$ cat src/rtl/dbg_guard_pkg.sv
package dbg_guard_pkg;

  typedef enum logic [1:0] {
    LG_RUN    = 2'd0,
    LG_BREAK  = 2'd1,
    LG_SETTLE = 2'd2
  } lg_state_e;

  // True when the count about to be incremented reaches the limit
  function automatic logic hits_limit(int unsigned cnt, int unsigned limit);
    return (cnt + 1) == limit;
  endfunction

  // Collision: released line (sending one) read back low at the sample point
  function automatic logic collided(logic samp, logic txe, logic txb, logic line);
    return samp & txe & txb & ~line;
  endfunction

endpackage

$ cat src/rtl/dbg_low_run.sv
module dbg_low_run #(
  parameter int unsigned BRK_BITS = 9
) (
  input  logic clk,
  input  logic rst_n,
  input  logic armed,
  input  logic bit_tick,
  input  logic line_in,
  output logic brk_evt
);
  import dbg_guard_pkg::*;

  localparam int unsigned RW = $clog2(BRK_BITS + 1);

  logic [RW-1:0] low_bits;

  always_ff @(posedge clk) begin
    if (!rst_n || !armed || line_in) begin
      low_bits <= '0;
    end else if (bit_tick && (low_bits != RW'(BRK_BITS))) begin
      low_bits <= low_bits + 1'b1;
    end
  end

  assign brk_evt = armed & bit_tick & ~line_in & hits_limit(int'(low_bits), BRK_BITS);

  // a break event only follows a line that was already low on the previous cycle
  assert_brk_needs_low_R2: assert property (@(posedge clk) disable iff (!rst_n)
    (brk_evt && BRK_BITS > 1) |-> (low_bits != '0));

endmodule

$ cat src/rtl/dbg_fault_detect.sv
module dbg_fault_detect (
  input  logic armed,
  input  logic brk_evt,
  input  logic stop_vld,
  input  logic stop_bit,
  input  logic samp_tick,
  input  logic tx_en,
  input  logic tx_bit,
  input  logic line_in,
  output logic frame_evt,
  output logic coll_evt,
  output logic fault
);
  import dbg_guard_pkg::*;

  assign frame_evt = armed & stop_vld & ~stop_bit;
  assign coll_evt  = armed & collided(samp_tick, tx_en, tx_bit, line_in);
  assign fault     = brk_evt | frame_evt | coll_evt;

endmodule

$ cat src/rtl/dbg_break_gen.sv
module dbg_break_gen #(
  parameter int unsigned BREAK_CLKS = 4096
) (
  input  logic clk,
  input  logic rst_n,
  input  logic fault,
  input  logic line_in,
  output logic brk_active,
  output logic ready,
  output logic abort_p,
  output logic brst_p
);
  import dbg_guard_pkg::*;

  localparam int unsigned CW = (BREAK_CLKS > 1) ? $clog2(BREAK_CLKS) : 1;
  localparam int unsigned LW = $clog2(BREAK_CLKS + 1);

  lg_state_e       state;
  logic [CW-1:0]   hold_cnt;

  always_ff @(posedge clk) begin
    if (!rst_n) begin
      state    <= LG_RUN;
      hold_cnt <= '0;
      abort_p  <= 1'b0;
      brst_p   <= 1'b0;
    end else begin
      abort_p <= 1'b0;
      brst_p  <= 1'b0;
      unique case (state)
        LG_RUN: if (fault) begin
          state    <= LG_BREAK;
          hold_cnt <= '0;
          abort_p  <= 1'b1;
          brst_p   <= 1'b1;
        end
        LG_BREAK: begin
          hold_cnt <= hold_cnt + 1'b1;
          if (hits_limit(int'(hold_cnt), BREAK_CLKS)) state <= LG_SETTLE;
        end
        LG_SETTLE: if (line_in) state <= LG_RUN;
        default: state <= LG_RUN;
      endcase
    end
  end

  assign brk_active = (state == LG_BREAK);
  assign ready      = (state == LG_RUN);

  // Independent run-length counter for the break-length check
  logic [LW-1:0] run_len;
  always_ff @(posedge clk) begin
    if (!rst_n || !brk_active) run_len <= '0;
    else                       run_len <= run_len + 1'b1;
  end

  assert_pulse_single_R5: assert property (@(posedge clk) disable iff (!rst_n)
    abort_p |=> !abort_p);
  assert_pulse_paired_R5: assert property (@(posedge clk) disable iff (!rst_n)
    abort_p |-> (brst_p && brk_active && run_len == '0));
  assert_break_len_R6: assert property (@(posedge clk) disable iff (!rst_n)
    $fell(brk_active) |-> (run_len == LW'(BREAK_CLKS)));
  assert_break_bounded_R6: assert property (@(posedge clk) disable iff (!rst_n)
    brk_active |-> (run_len < LW'(BREAK_CLKS)));
  assert_ignore_busy_R7: assert property (@(posedge clk) disable iff (!rst_n)
    abort_p |-> $past(ready));
  assert_ready_line_R8: assert property (@(posedge clk) disable iff (!rst_n)
    $rose(ready) |-> $past(line_in));

endmodule

$ cat src/rtl/dbg_link_guard.sv
module dbg_link_guard #(
  parameter int unsigned BRK_BITS   = 9,
  parameter int unsigned BREAK_CLKS = 4096
) (
  input  logic clk,
  input  logic rst_n,
  input  logic bit_tick,
  input  logic samp_tick,
  input  logic stop_vld,
  input  logic stop_bit,
  input  logic tx_en,
  input  logic tx_bit,
  input  logic line_in,
  output logic abort_o,
  output logic baud_rst_o,
  output logic pull_low_o,
  output logic ready_o
);

  logic brk_evt, frame_evt, coll_evt, fault;
  logic brk_active, ready;

  dbg_low_run #(.BRK_BITS(BRK_BITS)) u_low_run (
    .clk(clk), .rst_n(rst_n), .armed(ready), .bit_tick(bit_tick),
    .line_in(line_in), .brk_evt(brk_evt)
  );

  dbg_fault_detect u_fault (
    .armed(ready), .brk_evt(brk_evt), .stop_vld(stop_vld), .stop_bit(stop_bit),
    .samp_tick(samp_tick), .tx_en(tx_en), .tx_bit(tx_bit), .line_in(line_in),
    .frame_evt(frame_evt), .coll_evt(coll_evt), .fault(fault)
  );

  dbg_break_gen #(.BREAK_CLKS(BREAK_CLKS)) u_break (
    .clk(clk), .rst_n(rst_n), .fault(fault), .line_in(line_in),
    .brk_active(brk_active), .ready(ready), .abort_p(abort_o), .brst_p(baud_rst_o)
  );

  assign pull_low_o = brk_active | (ready & tx_en & ~tx_bit);
  assign ready_o    = ready;

  // every fault source leads to an abort on the next cycle
  assert_fault_aborts_R4: assert property (@(posedge clk) disable iff (!rst_n)
    (frame_evt || coll_evt || brk_evt) |=> abort_o);

endmodule

$ cat config.mk
export PLATFORM = sky130hd
export DESIGN_NAME = dbg_link_guard
export DESIGN_NICKNAME = d
export VERILOG_FILES = /design/src/rtl/dbg_guard_pkg.sv /design/src/rtl/dbg_low_run.sv /design/src/rtl/dbg_fault_detect.sv /design/src/rtl/dbg_break_gen.sv /design/src/rtl/dbg_link_guard.sv
export SDC_FILE = /design/constraint.sdc
export NUM_CORES = 1
export LEC_CHECK = 0
export ABC_CLOCK_PERIOD_IN_PS = 2000
export BUFFER_PORTS_ARGS = -buffer_cell sky130_fd_sc_hd__buf_2
export CELL_PAD_IN_SITES_DETAIL_PLACEMENT = 1
export CELL_PAD_IN_SITES_GLOBAL_PLACEMENT = 1
export CORE_ASPECT_RATIO = 0.6
export CORE_MARGIN = 1
export CORE_UTILIZATION = 35
export CTS_BUF_LIST = sky130_fd_sc_hd__clkbuf_4
export DETAILED_ROUTE_END_ITERATION = 10
export PLACE_DENSITY_LB_ADDON = 0.3
export SYNTH_ARGS = -nofsm -noshare
export SYNTH_HDL_FRONTEND = slang
export SYNTH_SLANG_ARGS = --single-unit
$ cat constraint.sdc
create_clock -name clk -period 2 [get_ports clk]
set_input_delay 0.2 -clock clk [delete_from_list [all_inputs] [get_ports clk]]
set_output_delay 0.2 -clock clk [all_outputs]
set_load 0.02 [all_outputs]
==> results of run 1 <==
## worst paths after layout
kind	end	slack, ns	cells past startpoint
worst max-delay path	u_break.state[0]	0.22	5
worst min-delay path	u_low_run.low_bits[1]	0.20	3
worst max register to register	u_break.state[0]	0.22	5
worst min register to register	u_break.hold_cnt[11]	0.47	1
## repair_timing
| action | in CTS | in global routing |
|---|---|---|
| hold buffers | 0 | 0 |
| setup endpoints to repair | 0 | 1 |
| resized for setup | 0 | 2 |
## layout make-up
cell class	instances	area, sq um
inverter	6	22.5
clock inverter	1	7.51
sequential	19	380
timing repair buffer	16	90.1
multi-input combinational	100	621
tap	42	52.6
fill	359	1680
clock buffer	3	22.5
## cells in the mapped netlist (all sizes together)
| cell type | instances | area [sq um] |
|---|---|---|
| ha | 5 | 62.6 |
| clkbuf | 2 | 7.51 |
| o31ai | 3 | 22.5 |
| xnor2 | 1 | 8.76 |
| nor2 | 9 | 33.8 |
| o32ai | 1 | 8.76 |
| o31a | 1 | 8.76 |
| or4 | 1 | 7.51 |
| xor2 | 3 | 26.3 |
| or2 | 1 | 6.26 |
| buf | 4 | 25.0 |
| o21ai | 11 | 55.1 |
| a211oi | 1 | 7.51 |
| mux2i | 1 | 10.0 |
| o21a | 1 | 7.51 |
| inv | 6 | 22.5 |
| dfxtp | 19 | 380 |
| a311oi | 1 | 8.76 |
| nand3b | 1 | 7.51 |
| o22ai | 1 | 6.26 |
| a21oi | 5 | 25.0 |
| nor3 | 5 | 25.0 |
| nand2 | 15 | 56.3 |
| nand2b | 5 | 31.3 |
| nor4 | 3 | 18.8 |
| o311ai | 1 | 8.76 |
| or3 | 1 | 11.3 |
| a21o | 1 | 7.51 |
| nand3 | 10 | 55.1 |
| a31oi | 8 | 50.1 |
| a2111oi | 1 | 8.76 |
| nand4 | 3 | 33.8 |
## sequential cells by signal, summed over array words and instances, names as in the netlist
register / count
u_low_run.low_bits: 4
u_break.brst_p: 1
u_break.state: 2
u_break.hold_cnt: 12
## metrics by stage
stage,setup slack [ns],area [sq um],power [mW],cells
after floorplan,0.431,1050,0.457,131
after global placement,0.329,1160,0.491,183
after detailed placement,0.134,1160,0.495,183
after CTS,0.106,1190,0.703,187
after global routing,0.0593,1200,0.724,187
final,0.218,1200,0.697,187
## power breakdown
part	internal [mW]	total, mW	switching (mW)
Clock	0.0761	0.210	0.134
Combinational	0.0338	0.0944	0.0606
Sequential	0.385	0.393	0.00845
Total	0.494	0.697	0.203
## layer usage
layer / GRT usage (%) / vias up / part of all wire (%)
met5: 0 / - / 0
met2: 29.9 / 12 / 41
met3: 4.78 / 0 / 2.2
li1: - / 507 / -
met4: 1.18 / 0 / 0
met1: 26.7 / 489 / 57
## cell families after synthesis
logic type	count (synthesis)
and+or+nand+nor	54
buffers and inverters	12
adders and majority gates	5
DFF	19
muxes	1
AOI/OAI and AO/OA	36
xor gates and xnor gates	4
## worst max-delay path, stage by stage, from the launching register on
cell and delay [ns]:
dfxtp_1 0.43, ha_1 0.23, inv_1 0.05, nor4_1 0.35
o21ai_0 0.17, a2111oi_1 0.44
## cell usage in the layout (no fill, tap or decap), drive strengths merged, types with 5 or more instances in the layout
master	n
dfxtp	19
buf	16
nand2	15
o21ai	11
nand3	10
nor2	9
a31oi	8
inv	6
nand2b	5
a21oi	5
nor3	5
ha	5
==> report_table.html, run 1 <==
<table>
<tr><th>Metric</th><th>Value</th></tr>
<tr><th colspan="2">Critical path</th></tr>
<tr><td>Origin of the worst setup path</td><td>u_low_run.low_bits[0]</td></tr>
<tr><td>Signal arrival time at the worst endpoint</td><td>1.97 ns</td></tr>
<tr><td>Crit path max fanout</td><td>5</td></tr>
<tr><td>Data required time at the worst endpoint</td><td>2.19 ns</td></tr>
<tr><td>Setup CP Type</td><td>reg -&gt; reg</td></tr>
<tr><td>Startpoint of the most critical register-to-register path</td><td>u_low_run.low_bits[0]</td></tr>
<tr><td>Endpoint kind of the worst setup timing path</td><td>flip-flop</td></tr>
<tr><td>Crit path launch type</td><td>flip-flop</td></tr>
<tr><th colspan="2">Yosys</th></tr>
<tr><td>Cell area after technology mapping</td><td>0.00105 sq mm</td></tr>
<tr><td>Simple-gate portion of the synthesized area</td><td>27.2%</td></tr>
<tr><td>Synthesized-area fraction occupied by adder cells</td><td>5.93%</td></tr>
<tr><td>Average cell area after synthesis</td><td>8.05 sq um</td></tr>
<tr><td>Synthesized instance count</td><td>131</td></tr>
<tr><td>Sequential area share after synthesis</td><td>36.1%</td></tr>
<tr><td>FF+latch count, synth</td><td>19</td></tr>
<tr><td>Fraction of synthesized cell area in xor and xnor cells</td><td>3.32%</td></tr>
<tr><td>Count of cell types in the netlist</td><td>35</td></tr>
<tr><td>Net count after synthesis</td><td>145</td></tr>
<tr><td>Count of yosys warnings during synthesis</td><td>0</td></tr>
<tr><td>Portion of netlist area occupied by mux cells</td><td>0.949%</td></tr>
<tr><td>Main combinational cell family by area after synthesis</td><td>simple AND/OR/NAND/NOR gates</td></tr>
<tr><td>Complex-gate fraction of the synthesized area</td><td>21.4%</td></tr>
<tr><th colspan="2">Die</th></tr>
<tr><td>Floorplan die width</td><td>72.9 um</td></tr>
<tr><td>Die outline height</td><td>44.5 um</td></tr>
<tr><td>Effective utilization at floorplan</td><td>36.7%</td></tr>
<tr><td>Standard cell core area</td><td>0.00287 sq mm</td></tr>
<tr><td>Row cnt</td><td>15</td></tr>
<tr><td>DIE AREA</td><td>0.00324 sq mm</td></tr>
<tr><td>Number of primary I/O pins</td><td>13</td></tr>
<tr><th colspan="2">Status</th></tr>
<tr><td>Outcome</td><td>complete, no violations</td></tr>
<tr><th colspan="2">Min path</th></tr>
<tr><td>Worst hold path startpoint</td><td>bit_tick</td></tr>
<tr><td>Worst min-delay path class</td><td>in -&gt; reg</td></tr>
<tr><th colspan="2">Timing</th></tr>
<tr><td>Worst hold slack</td><td>0.202 ns</td></tr>
<tr><td>Pins over their slew limit</td><td>0</td></tr>
<tr><td>Post-route fraction of the period consumed by the critical path</td><td>89.1%</td></tr>
<tr><td>Peak clock frequency supported by timing</td><td>561 MHz</td></tr>
<tr><td>Transition time of the tightest slew-check pin</td><td>0.426 ns</td></tr>
<tr><td>Max-slew headroom</td><td>71.6%</td></tr>
<tr><td>Sum of negative setup slack</td><td>0 ns</td></tr>
<tr><td>Clock skew after layout</td><td>0.00248 ns</td></tr>
<tr><td>Unrepaired setup endpoints after global routing</td><td>no</td></tr>
<tr><td>Count of final setup violators</td><td>0</td></tr>
<tr><td>Final Critical Period</td><td>1.78 ns</td></tr>
<tr><td>Number of hold-slack violations in the final timing report</td><td>0</td></tr>
<tr><th colspan="2">Clock tree</th></tr>
<tr><td>Number of CTS-inserted buffers</td><td>3</td></tr>
<tr><td>Latest clock arrival within the worst-skew pair</td><td>0.30 ns</td></tr>
<tr><td>Clock sink count</td><td>19</td></tr>
<tr><td>CTS tree</td><td>done</td></tr>
<tr><td>Count of buffers added by post-CTS timing repair for setup</td><td>0</td></tr>
<tr><td>Number of H-tree levels</td><td>1</td></tr>
<tr><td>Clock slew at the register clock pins of the worst setup and hold paths</td><td>0.12 ns</td></tr>
<tr><td>Buffer depth of the longest clock path</td><td>2</td></tr>
<tr><td>CTS root buf</td><td>clkbuf_4</td></tr>
<tr><th colspan="2">Final layout</th></tr>
<tr><td>Final core occ</td><td>41.7%</td></tr>
<tr><td>Relative area change from synthesis to final layout</td><td>13.4%</td></tr>
<tr><td>Count of inserted antenna diode cells</td><td>0</td></tr>
<tr><td>Total Nets Final</td><td>160</td></tr>
<tr><td>Ratio of cells with drive above 1 in the final layout</td><td>16.6%</td></tr>
<tr><th colspan="2">Pwr</th></tr>
<tr><td>Power density cells</td><td>583 mW/mm^2</td></tr>
<tr><td>Worst vdd rail ir drop</td><td>0.435 mV</td></tr>
<tr><td>Reported leakage power</td><td>0.437 nW</td></tr>
<tr><th colspan="2">Drt</th></tr>
<tr><td>Average routed wire per standard cell</td><td>15.2 um</td></tr>
<tr><td>Drt first-iter violations</td><td>28</td></tr>
<tr><td>Count of antenna-violating nets left after detailed routing</td><td>0</td></tr>
<tr><td>Total wire length after detailed routing</td><td>2.84 mm</td></tr>
<tr><td>Initial DRT Pass Iterations</td><td>4</td></tr>
<tr><td>Residual DRC</td><td>0</td></tr>
<tr><td>Total via count in the routed design</td><td>1008</td></tr>
<tr><td>Vias/cell</td><td>5.39</td></tr>
<tr><th colspan="2">GRT</th></tr>
<tr><td>Total overflow reported by the global router</td><td>0</td></tr>
<tr><td>Number of antenna violations at the first check in global routing</td><td>0</td></tr>
<tr><td>Wire length of the first global-routing pass</td><td>4.54 mm</td></tr>
<tr><td>Number of global-route vias before repair</td><td>959</td></tr>
<tr><td>Maximum number of pins on one net before global-route repair</td><td>15</td></tr>
<tr><td>All-Layer GR Usage</td><td>18.7%</td></tr>
<tr><th colspan="2">Flow run</th></tr>
<tr><td>Maxcap violations</td><td>0</td></tr>
<tr><th colspan="2">Place</th></tr>
<tr><td>Final weighted congestion in routability-driven placement</td><td>0.734</td></tr>
<tr><td>Half-perimeter wire length of the detailed placement result</td><td>2.17 mm</td></tr>
<tr><td>Buffers added on ports</td><td>12</td></tr>
</table>
Power figures use the tool's default switching activity.
==> run 2: changes to the inputs <==
CTS_BUF_LIST = sky130_fd_sc_hd__clkbuf_8   (was sky130_fd_sc_hd__clkbuf_4)
==> report_table.html, run 2 (synthesis gave the netlist of run 1 again) <==
<table>
<tr><th>Metric</th><th>Value</th></tr>
<tr><th colspan="2">Critical path</th></tr>
<tr><td>Worst stage delay on the critical path</td><td>0.45 ns (about the same)</td></tr>
<tr><td>Bufs and invs on worst path</td><td>1 (unchanged)</td></tr>
<tr><td>Critical path's top delay family</td><td>compound AO/OA/AOI/OAI gates</td></tr>
<tr><td>Startpoint of the most critical register-to-register path</td><td>u_low_run.low_bits[0]</td></tr>
<tr><td>Crit path launch type</td><td>flip-flop</td></tr>
<tr><td>Endpoint kind of the worst setup timing path</td><td>flip-flop</td></tr>
<tr><td>Setup CP Type</td><td>reg -&gt; reg</td></tr>
<tr><td>Crit path max fanout</td><td>5 (unchanged)</td></tr>
<tr><td>Signal arrival time at the worst endpoint</td><td>1.93 ns (-0.04 ns)</td></tr>
<tr><td>Data required time at the worst endpoint</td><td>2.14 ns (-0.05 ns)</td></tr>
<tr><td>Origin of the worst setup path</td><td>u_low_run.low_bits[0]</td></tr>
<tr><td>Critical Path Slowest Stage Cell</td><td>a2111oi_1</td></tr>
<tr><td>Critical path, cell by cell</td><td>ha_1, inv_1, nor4_1, o21ai_0, a2111oi_1</td></tr>
<tr><th colspan="2">Drt</th></tr>
<tr><td>Count of antenna-violating nets left after detailed routing</td><td>0 (unchanged)</td></tr>
<tr><td>Met2 Wirelength</td><td>1.18 mm (+0.86%)</td></tr>
<tr><td>Vias/cell</td><td>5.37 (-0.30%)</td></tr>
<tr><td>Residual DRC</td><td>0 (unchanged)</td></tr>
<tr><td>Detailed-routed wire length on met3</td><td>75 um (+19%)</td></tr>
<tr><td>Drt first-iter violations</td><td>41 (+46%)</td></tr>
<tr><td>Total wire length after detailed routing</td><td>2.92 mm (+2.7%)</td></tr>
<tr><td>Total via count in the routed design</td><td>1005 (-0.30%)</td></tr>
<tr><td>Post-route met1 wirelength</td><td>1.64 mm (+2.1%)</td></tr>
<tr><td>Highest layer used for signal routing</td><td>met4</td></tr>
<tr><td>Initial DRT Pass Iterations</td><td>4 (unchanged)</td></tr>
<tr><td>Average routed wire per standard cell</td><td>15.6 um (+2.7%)</td></tr>
<tr><th colspan="2">Clock tree</th></tr>
<tr><td>Buffer depth of the longest clock path</td><td>2 (unchanged)</td></tr>
<tr><td>Clock sink count</td><td>19 (unchanged)</td></tr>
<tr><td>CTS root buf</td><td>clkbuf_8</td></tr>
<tr><td>CTS tree</td><td>done</td></tr>
<tr><td>Latest clock arrival within the worst-skew pair</td><td>0.27 ns (-0.03 ns)</td></tr>
<tr><td>Number of CTS-inserted buffers</td><td>3 (unchanged)</td></tr>
<tr><td>Number of gates resized after CTS</td><td>0 (unchanged)</td></tr>
<tr><td>Hold buffers post-CTS</td><td>0 (unchanged)</td></tr>
<tr><td>Number of H-tree levels</td><td>1 (unchanged)</td></tr>
<tr><td>Count of buffers added by post-CTS timing repair for setup</td><td>0 (unchanged)</td></tr>
<tr><td>Clock slew at the register clock pins of the worst setup and hold paths</td><td>0.08 ns (-0.04 ns)</td></tr>
<tr><th colspan="2">GRT</th></tr>
<tr><td>Total overflow reported by the global router</td><td>0 (unchanged)</td></tr>
<tr><td>Number of antenna violations at the first check in global routing</td><td>0 (unchanged)</td></tr>
<tr><td>Wire length of the first global-routing pass</td><td>4.66 mm (+2.6%)</td></tr>
<tr><td>Number of global-route vias before repair</td><td>975 (+1.7%)</td></tr>
<tr><td>Maximum number of pins on one net before global-route repair</td><td>15 (unchanged)</td></tr>
<tr><td>All-Layer GR Usage</td><td>19.7% (+0.99 points)</td></tr>
<tr><th colspan="2">Final layout</th></tr>
<tr><td>Total Nets Final</td><td>160 (unchanged)</td></tr>
<tr><td>Relative area change from synthesis to final layout</td><td>15.2%</td></tr>
<tr><td>Biggest register</td><td>u_break.hold_cnt</td></tr>
<tr><td>Number of filler instances in the final layout</td><td>360 (+0.28%)</td></tr>
<tr><td>Largest registers in the final layout</td><td>u_break.hold_cnt x12, u_low_run.low_bits x4, u_break.state x2</td></tr>
<tr><td>Final core occ</td><td>42.3% (+0.65 points)</td></tr>
<tr><td>Ratio of cells with drive above 1 in the final layout</td><td>16.6% (unchanged)</td></tr>
<tr><td>Most common cell after layout, fill and taps aside</td><td>dfxtp_1</td></tr>
<tr><td>Commonest cells after routing, fill and taps aside</td><td>dfxtp_1, nand2_1, buf_2, o21ai_0</td></tr>
<tr><td>Count of inserted antenna diode cells</td><td>0 (unchanged)</td></tr>
<tr><td>Largest register FFs</td><td>12 (unchanged)</td></tr>
<tr><th colspan="2">Die</th></tr>
<tr><td>Standard cell core area</td><td>0.00287 sq mm (unchanged)</td></tr>
<tr><td>Number of primary I/O pins</td><td>13 (unchanged)</td></tr>
<tr><td>Effective utilization at floorplan</td><td>36.7% (unchanged)</td></tr>
<tr><td>DIE AREA</td><td>0.00324 sq mm (unchanged)</td></tr>
<tr><td>Die outline height</td><td>44.5 um (unchanged)</td></tr>
<tr><td>Row cnt</td><td>15 (unchanged)</td></tr>
<tr><td>Floorplan die width</td><td>72.9 um (unchanged)</td></tr>
<tr><th colspan="2">Timing</th></tr>
<tr><td>Clock skew after layout</td><td>0.00255 ns (+0.0000734 ns)</td></tr>
<tr><td>Unrepaired setup endpoints after global routing</td><td>no</td></tr>
<tr><td>Pins over their slew limit</td><td>0 (unchanged)</td></tr>
<tr><td>Crit path setup slack, layout</td><td>0.216 ns (-0.00223 ns)</td></tr>
<tr><td>Count of final setup violators</td><td>0 (unchanged)</td></tr>
<tr><td>Number of hold-slack violations in the final timing report</td><td>0 (unchanged)</td></tr>
<tr><td>Final Critical Period</td><td>1.78 ns (+0.00223 ns)</td></tr>
<tr><td>Peak clock frequency supported by timing</td><td>561 MHz (-0.13%)</td></tr>
<tr><td>Sum of negative setup slack</td><td>0 ns (unchanged)</td></tr>
<tr><td>Max-slew headroom</td><td>70.8% (-0.76 points)</td></tr>
<tr><td>Transition time of the tightest slew-check pin</td><td>0.438 ns (+0.0114 ns)</td></tr>
<tr><td>Post-route fraction of the period consumed by the critical path</td><td>89.2% (+0.11 points)</td></tr>
<tr><th colspan="2">Place</th></tr>
<tr><td>Final weighted congestion in routability-driven placement</td><td>0.734 (unchanged)</td></tr>
<tr><td>Buffers added on ports</td><td>12 (unchanged)</td></tr>
<tr><td>Worst slack at placement</td><td>0.134 ns (unchanged)</td></tr>
<tr><td>Half-perimeter wire length of the detailed placement result</td><td>2.17 mm (unchanged)</td></tr>
<tr><th colspan="2">Min path</th></tr>
<tr><td>Worst min-delay path class</td><td>in -&gt; reg</td></tr>
<tr><td>Worst hold path startpoint</td><td>bit_tick</td></tr>
<tr><th colspan="2">Pwr</th></tr>
<tr><td>Reported leakage power</td><td>0.445 nW (+1.8%)</td></tr>
<tr><td>Worst vdd rail ir drop</td><td>0.486 mV (+12%)</td></tr>
<tr><td>Power density cells</td><td>639 mW/mm^2 (+9.6%)</td></tr>
<tr><th colspan="2">Flow run</th></tr>
<tr><td>Maxcap violations</td><td>0 (unchanged)</td></tr>
<tr><th colspan="2">Status</th></tr>
<tr><td>Outcome</td><td>complete, no violations</td></tr>
</table>
-- run 2: area by class of cell --
| class | count | area (sq um) | area share (%) |
|---|---|---|---|
| Timing Repair Buffer | 16 | 90.1 | 7.42 |
| Clock buffer | 3 | 41.3 | 3.40 |
| Tap cell | 42 | 52.6 | 4.33 |
| Multi-Input combinational cell | 100 | 621 | 51.1 |
| Inverter | 6 | 22.5 | 1.85 |
| Sequential cell | 19 | 380 | 31.3 |
| Clock inverter | 1 | 7.51 | 0.618 |
-- run 2: routing by layer --
metal	vias up	global-route usage, %
met4	0	4.71
met1	482	27.2
met2	14	30.7
met5	-	0
li1	507	-
met3	2	5.47
-- run 2: worst reg2reg max path, delay by kind of cell, from the launching register on --
kind,cells,cell delay (ns)
flip-flops,1,0.41
AND/OR/NAND/NOR,1,0.35
AO/OA/AOI/OAI,2,0.62
buffers and inverters,1,0.05
adder cells (fa/ha/maj),1,0.23
-- run 2: worst paths after layout --
path	slack (ns)	cells past startpoint	end
worst min register to register	0.47	1	u_break.hold_cnt[11]
worst min-delay path	0.24	3	u_low_run.low_bits[1]
worst max register to register	0.22	5	u_break.state[0]
worst max-delay path	0.22	5	u_break.state[0]
-- run 2: power breakdown --
part	internal, mW	switching (mW)	total, mW
Clock	0.141	0.148	0.289
Combinational	0.0338	0.0609	0.0947
Sequential	0.384	0.00840	0.392
-- run 2: stage by stage --
| stage | hold slack [ns] | std cells | power [mW] | area, sq um |
|---|---|---|---|---|
| 3_5_place_dp | 0.460 | 183 | 0.495 | 1160 |
| 6_report | 0.242 | 187 | 0.776 | 1210 |
| 5_1_grt | 0.249 | 187 | 0.809 | 1210 |
| 3_3_place_gp | 0.448 | 183 | 0.491 | 1160 |
| 4_1_cts | 0.238 | 187 | 0.784 | 1210 |
| 2_1_floorplan | 0.334 | 131 | 0.457 | 1050 |
==> run 3: changes to the inputs <==
--- a/config.mk
+++ b/config.mk
@@ -13,3 +13,3 @@
 export CORE_MARGIN = 1
-export CORE_UTILIZATION = 35
+export CORE_UTILIZATION = 39
 export CTS_BUF_LIST = sky130_fd_sc_hd__clkbuf_8
@@ -19,2 +19,3 @@
 export SYNTH_HDL_FRONTEND = slang
+export SYNTH_HIERARCHICAL = 1
 export SYNTH_SLANG_ARGS = --single-unit
==> constraint.sdc (replaced) <==
create_clock -name clk -period 2 [get_ports clk]
set_input_delay 0.4 -clock clk [delete_from_list [all_inputs] [get_ports clk]]
set_output_delay 0.4 -clock clk [all_outputs]
set_load 0.02 [all_outputs]
==> report_table.html, run 3 <==
<table>
<tr><th>Metric</th><th>Value</th></tr>
<tr><th colspan="2">Status</th></tr>
<tr><td>Outcome</td><td>complete, no violations</td></tr>
<tr><th colspan="2">Timing</th></tr>
<tr><td>Final Critical Period</td><td>1.92 ns (+0.140 ns)</td></tr>
<tr><td>Count of final setup violators</td><td>0 (unchanged)</td></tr>
<tr><td>Number of hold-slack violations in the final timing report</td><td>0 (unchanged)</td></tr>
<tr><td>Worst hold slack</td><td>0.477 ns (+0.235 ns)</td></tr>
<tr><td>Clock skew after layout</td><td>0.00156 ns (-0.000991 ns)</td></tr>
<tr><td>Post-route fraction of the period consumed by the critical path</td><td>96.2% (+7.0 points)</td></tr>
<tr><td>Transition time of the tightest slew-check pin</td><td>0.305 ns (-0.133 ns)</td></tr>
<tr><td>Max-slew headroom</td><td>79.7% (+8.8 points)</td></tr>
<tr><td>Pins over their slew limit</td><td>0 (unchanged)</td></tr>
<tr><td>Unrepaired setup endpoints after global routing</td><td>yes</td></tr>
<tr><td>Peak clock frequency supported by timing</td><td>520 MHz (-7.3%)</td></tr>
<tr><th colspan="2">Clock tree</th></tr>
<tr><td>Hold buffers post-CTS</td><td>0 (unchanged)</td></tr>
<tr><td>Number of H-tree levels</td><td>1 (unchanged)</td></tr>
<tr><td>Number of CTS-inserted buffers</td><td>3 (unchanged)</td></tr>
<tr><td>CTS tree</td><td>done</td></tr>
<tr><td>Clock sink count</td><td>19 (unchanged)</td></tr>
<tr><td>Clock slew at the register clock pins of the worst setup and hold paths</td><td>0.07 ns (about the same)</td></tr>
<tr><td>CTS root buf</td><td>clkbuf_8</td></tr>
<tr><td>Buffer depth of the longest clock path</td><td>2 (unchanged)</td></tr>
<tr><td>Latest clock arrival within the worst-skew pair</td><td>0.26 ns (about the same)</td></tr>
<tr><th colspan="2">Final layout</th></tr>
<tr><td>Relative area change from synthesis to final layout</td><td>17.5%</td></tr>
<tr><td>Biggest register</td><td>u_break/hold_cnt</td></tr>
<tr><td>Largest register FFs</td><td>12 (unchanged)</td></tr>
<tr><td>Total Nets Final</td><td>173 (+8.1%)</td></tr>
<tr><td>Largest registers in the final layout</td><td>u_break/hold_cnt x12, u_low_run/low_bits x4, u_break/state x2</td></tr>
<tr><td>Most common cell after layout, fill and taps aside</td><td>nand2_1</td></tr>
<tr><td>Multi-input combinational cell area</td><td>756 sq um (+22%)</td></tr>
<tr><td>Count of inserted antenna diode cells</td><td>0 (unchanged)</td></tr>
<tr><td>Final design instance area without fill</td><td>0.00137 sq mm (+13%)</td></tr>
<tr><td>Ratio of cells with drive above 1 in the final layout</td><td>23.4% (+6.9 points)</td></tr>
<tr><td>Commonest cells after routing, fill and taps aside</td><td>nand2_1, dfxtp_1, buf_2, o21ai_0, nor2_1</td></tr>
<tr><td>Number of filler instances in the final layout</td><td>347 (-3.6%)</td></tr>
<tr><td>Register cell area after layout</td><td>385 sq um (+1.3%)</td></tr>
<tr><th colspan="2">GRT</th></tr>
<tr><td>Maximum number of pins on one net before global-route repair</td><td>20 (+5)</td></tr>
<tr><td>Number of antenna violations at the first check in global routing</td><td>0 (unchanged)</td></tr>
<tr><td>Number of global-route vias before repair</td><td>1052 (+7.9%)</td></tr>
<tr><td>Wire length of the first global-routing pass</td><td>5.04 mm (+8.3%)</td></tr>
<tr><td>Total overflow reported by the global router</td><td>0 (unchanged)</td></tr>
<tr><td>All-Layer GR Usage</td><td>21.3% (+1.6 points)</td></tr>
<tr><th colspan="2">Pwr</th></tr>
<tr><td>Register share of total power</td><td>49.4% (-1.2 points)</td></tr>
<tr><td>Clk pwr share</td><td>33.9% (-3.3 points)</td></tr>
<tr><td>Switching portion of total power</td><td>28.3% (+0.28 points)</td></tr>
<tr><td>Reported leakage power</td><td>0.558 nW (+25%)</td></tr>
<tr><td>Net Switching</td><td>0.226 mW (+4.1%)</td></tr>
<tr><td>Internal power summed over all cells</td><td>0.574 mW (+2.7%)</td></tr>
<tr><td>Combinational share of power</td><td>16.7% (+4.5 points)</td></tr>
<tr><td>Power density cells</td><td>585 mW/mm^2 (-8.5%)</td></tr>
<tr><td>Worst vdd rail ir drop</td><td>0.240 mV (-51%)</td></tr>
<tr><th colspan="2">Die</th></tr>
<tr><td>Die outline height</td><td>44.3 um (-0.42%)</td></tr>
<tr><td>DIE AREA</td><td>0.00322 sq mm (-0.85%)</td></tr>
<tr><td>Standard cell core area</td><td>0.00266 sq mm (-7.3%)</td></tr>
<tr><td>Effective utilization at floorplan</td><td>43.7% (+7.0 points)</td></tr>
<tr><td>Floorplan die width</td><td>72.6 um (-0.43%)</td></tr>
<tr><td>Row cnt</td><td>14 (-1)</td></tr>
<tr><td>Number of primary I/O pins</td><td>13 (unchanged)</td></tr>
<tr><th colspan="2">Drt</th></tr>
<tr><td>Count of antenna-violating nets left after detailed routing</td><td>0 (unchanged)</td></tr>
<tr><td>Initial DRT Pass Iterations</td><td>5 (+1)</td></tr>
<tr><td>Total via count in the routed design</td><td>1142 (+14%)</td></tr>
<tr><td>Vias/cell</td><td>5.77 (+7.3%)</td></tr>
<tr><td>Residual DRC</td><td>0 (unchanged)</td></tr>
<tr><td>Total wire length after detailed routing</td><td>3.28 mm (+13%)</td></tr>
<tr><td>Average routed wire per standard cell</td><td>16.6 um (+6.3%)</td></tr>
<tr><td>Drt first-iter violations</td><td>96 (+130%)</td></tr>
<tr><th colspan="2">Critical path</th></tr>
<tr><td>Setup CP Type</td><td>reg -&gt; reg</td></tr>
<tr><td>Critical Path Slowest Stage Cell</td><td>dfxtp_2</td></tr>
<tr><td>Cell with the most instances on the worst path</td><td>a21oi_1</td></tr>
<tr><td>Crit path max fanout</td><td>6 (+1)</td></tr>
<tr><td>Worst stage delay on the critical path</td><td>0.38 ns (-0.07 ns)</td></tr>
<tr><td>Data required time at the worst endpoint</td><td>2.21 ns (+0.07 ns)</td></tr>
<tr><td>Signal arrival time at the worst endpoint</td><td>2.13 ns (+0.20 ns)</td></tr>
<tr><td>Critical path, cell by cell</td><td>ha_2, nor3b_1, a21oi_1, nor2_1, a211o_1, o21bai_2, buf_6, a21oi_1, a31oi_1, o211a_1</td></tr>
<tr><td>Crit path launch type</td><td>flip-flop</td></tr>
<tr><td>Endpoint kind of the worst setup timing path</td><td>flip-flop</td></tr>
<tr><th colspan="2">Place</th></tr>
<tr><td>Final weighted congestion in routability-driven placement</td><td>0.807 (+9.9%)</td></tr>
<tr><td>Buffers added on ports</td><td>12 (unchanged)</td></tr>
<tr><td>Half-perimeter wire length of the detailed placement result</td><td>2.33 mm (+7.3%)</td></tr>
<tr><td>Instance area at placement</td><td>0.00129 sq mm (+11%)</td></tr>
<tr><th colspan="2">Min path</th></tr>
<tr><td>Worst min-delay path class</td><td>in -&gt; reg</td></tr>
<tr><th colspan="2">Yosys</th></tr>
<tr><td>Net count after synthesis</td><td>155 (+6.9%)</td></tr>
<tr><td>Cell area after technology mapping</td><td>0.00116 sq mm (+10%)</td></tr>
<tr><td>Average cell area after synthesis</td><td>8.26 sq um (+2.6%)</td></tr>
<tr><td>Synthesized instance count</td><td>141 (+7.6%)</td></tr>
<tr><td>Count of yosys warnings during synthesis</td><td>6 (+6)</td></tr>
<tr><th colspan="2">Flow run</th></tr>
<tr><td>Maxcap violations</td><td>0 (unchanged)</td></tr>
</table>
-- run 3: worst paths after layout --
path | slack, ns | cells past startpoint | start | to
setup / recovery | 0.08 | 10 | u_low_run/low_bits[0] | u_break/hold_cnt[10]
hold / removal | 0.48 | 3 | bit_tick | u_low_run/low_bits[0]
setup reg to reg | 0.08 | 10 | u_low_run/low_bits[0] | u_break/hold_cnt[10]
hold reg to reg | 0.54 | 2 | u_break/hold_cnt[9] | u_break/hold_cnt[9]
-- run 3: power by group through the flow --
stage          sequential, mW  clock (mW)  combinational (mW)
2_1_floorplan           0.404           0              0.0707
3_3_place_gp            0.402           0               0.110
3_5_place_dp            0.403           0               0.115
4_1_cts                 0.395       0.281               0.116
5_1_grt                 0.397       0.290               0.144
6_report                0.395       0.271               0.133
-- run 3: through the flow --
stage	total power, mW	TNS (ns)	util [%]	setup slack (ns)	cells
after floorplan	0.474	0	-	0.0585	141
after CTS	0.792	0	50.1	0.00113	196
after global routing	0.830	-0.00746	51.4	-0.00746	198
final	0.800	0	51.4	0.0761	198
after global placement	0.512	0	48.4	0.147	192
after detailed placement	0.519	-0.0191	48.4	-0.0191	192
-- run 3: layer usage --
metal	routed length [um]	track usage (%)	share of wire, %	vias to the layer above
met3	235	5.69	7.2	2
li1	-	-	-	551
met2	1440	34.2	44	37
met1	1600	28.9	49	552
met4	8	5.10	0.24	0
met5	0	0	0	-
-- run 3: final cells by class --
class	count	share of cell area (%)
tap	40	3.66
sequential	19	28.2
clock buffer	3	3.02
clock inverter	1	0.274
timing repair buffer	19	8.32
inverter	5	1.37
multi-input combinational	111	55.2
-- run 3: critical path, delay by kind of cell (launching register included) --
kind / cells / cell delay (ns)
AO/OA/AOI/OAI: 6 / 0.96
adder cells (fa/ha/maj): 1 / 0.22
buffers and inverters: 1 / 0.16
flip-flops: 1 / 0.38
AND/OR/NAND/NOR: 2 / 0.14
-- run 3: timing repair --
action                                  CTS  global route
cloned                                    0             1
resized for setup                         1             8
endpoints found under the setup margin    1             7
buffers inserted                          0             1
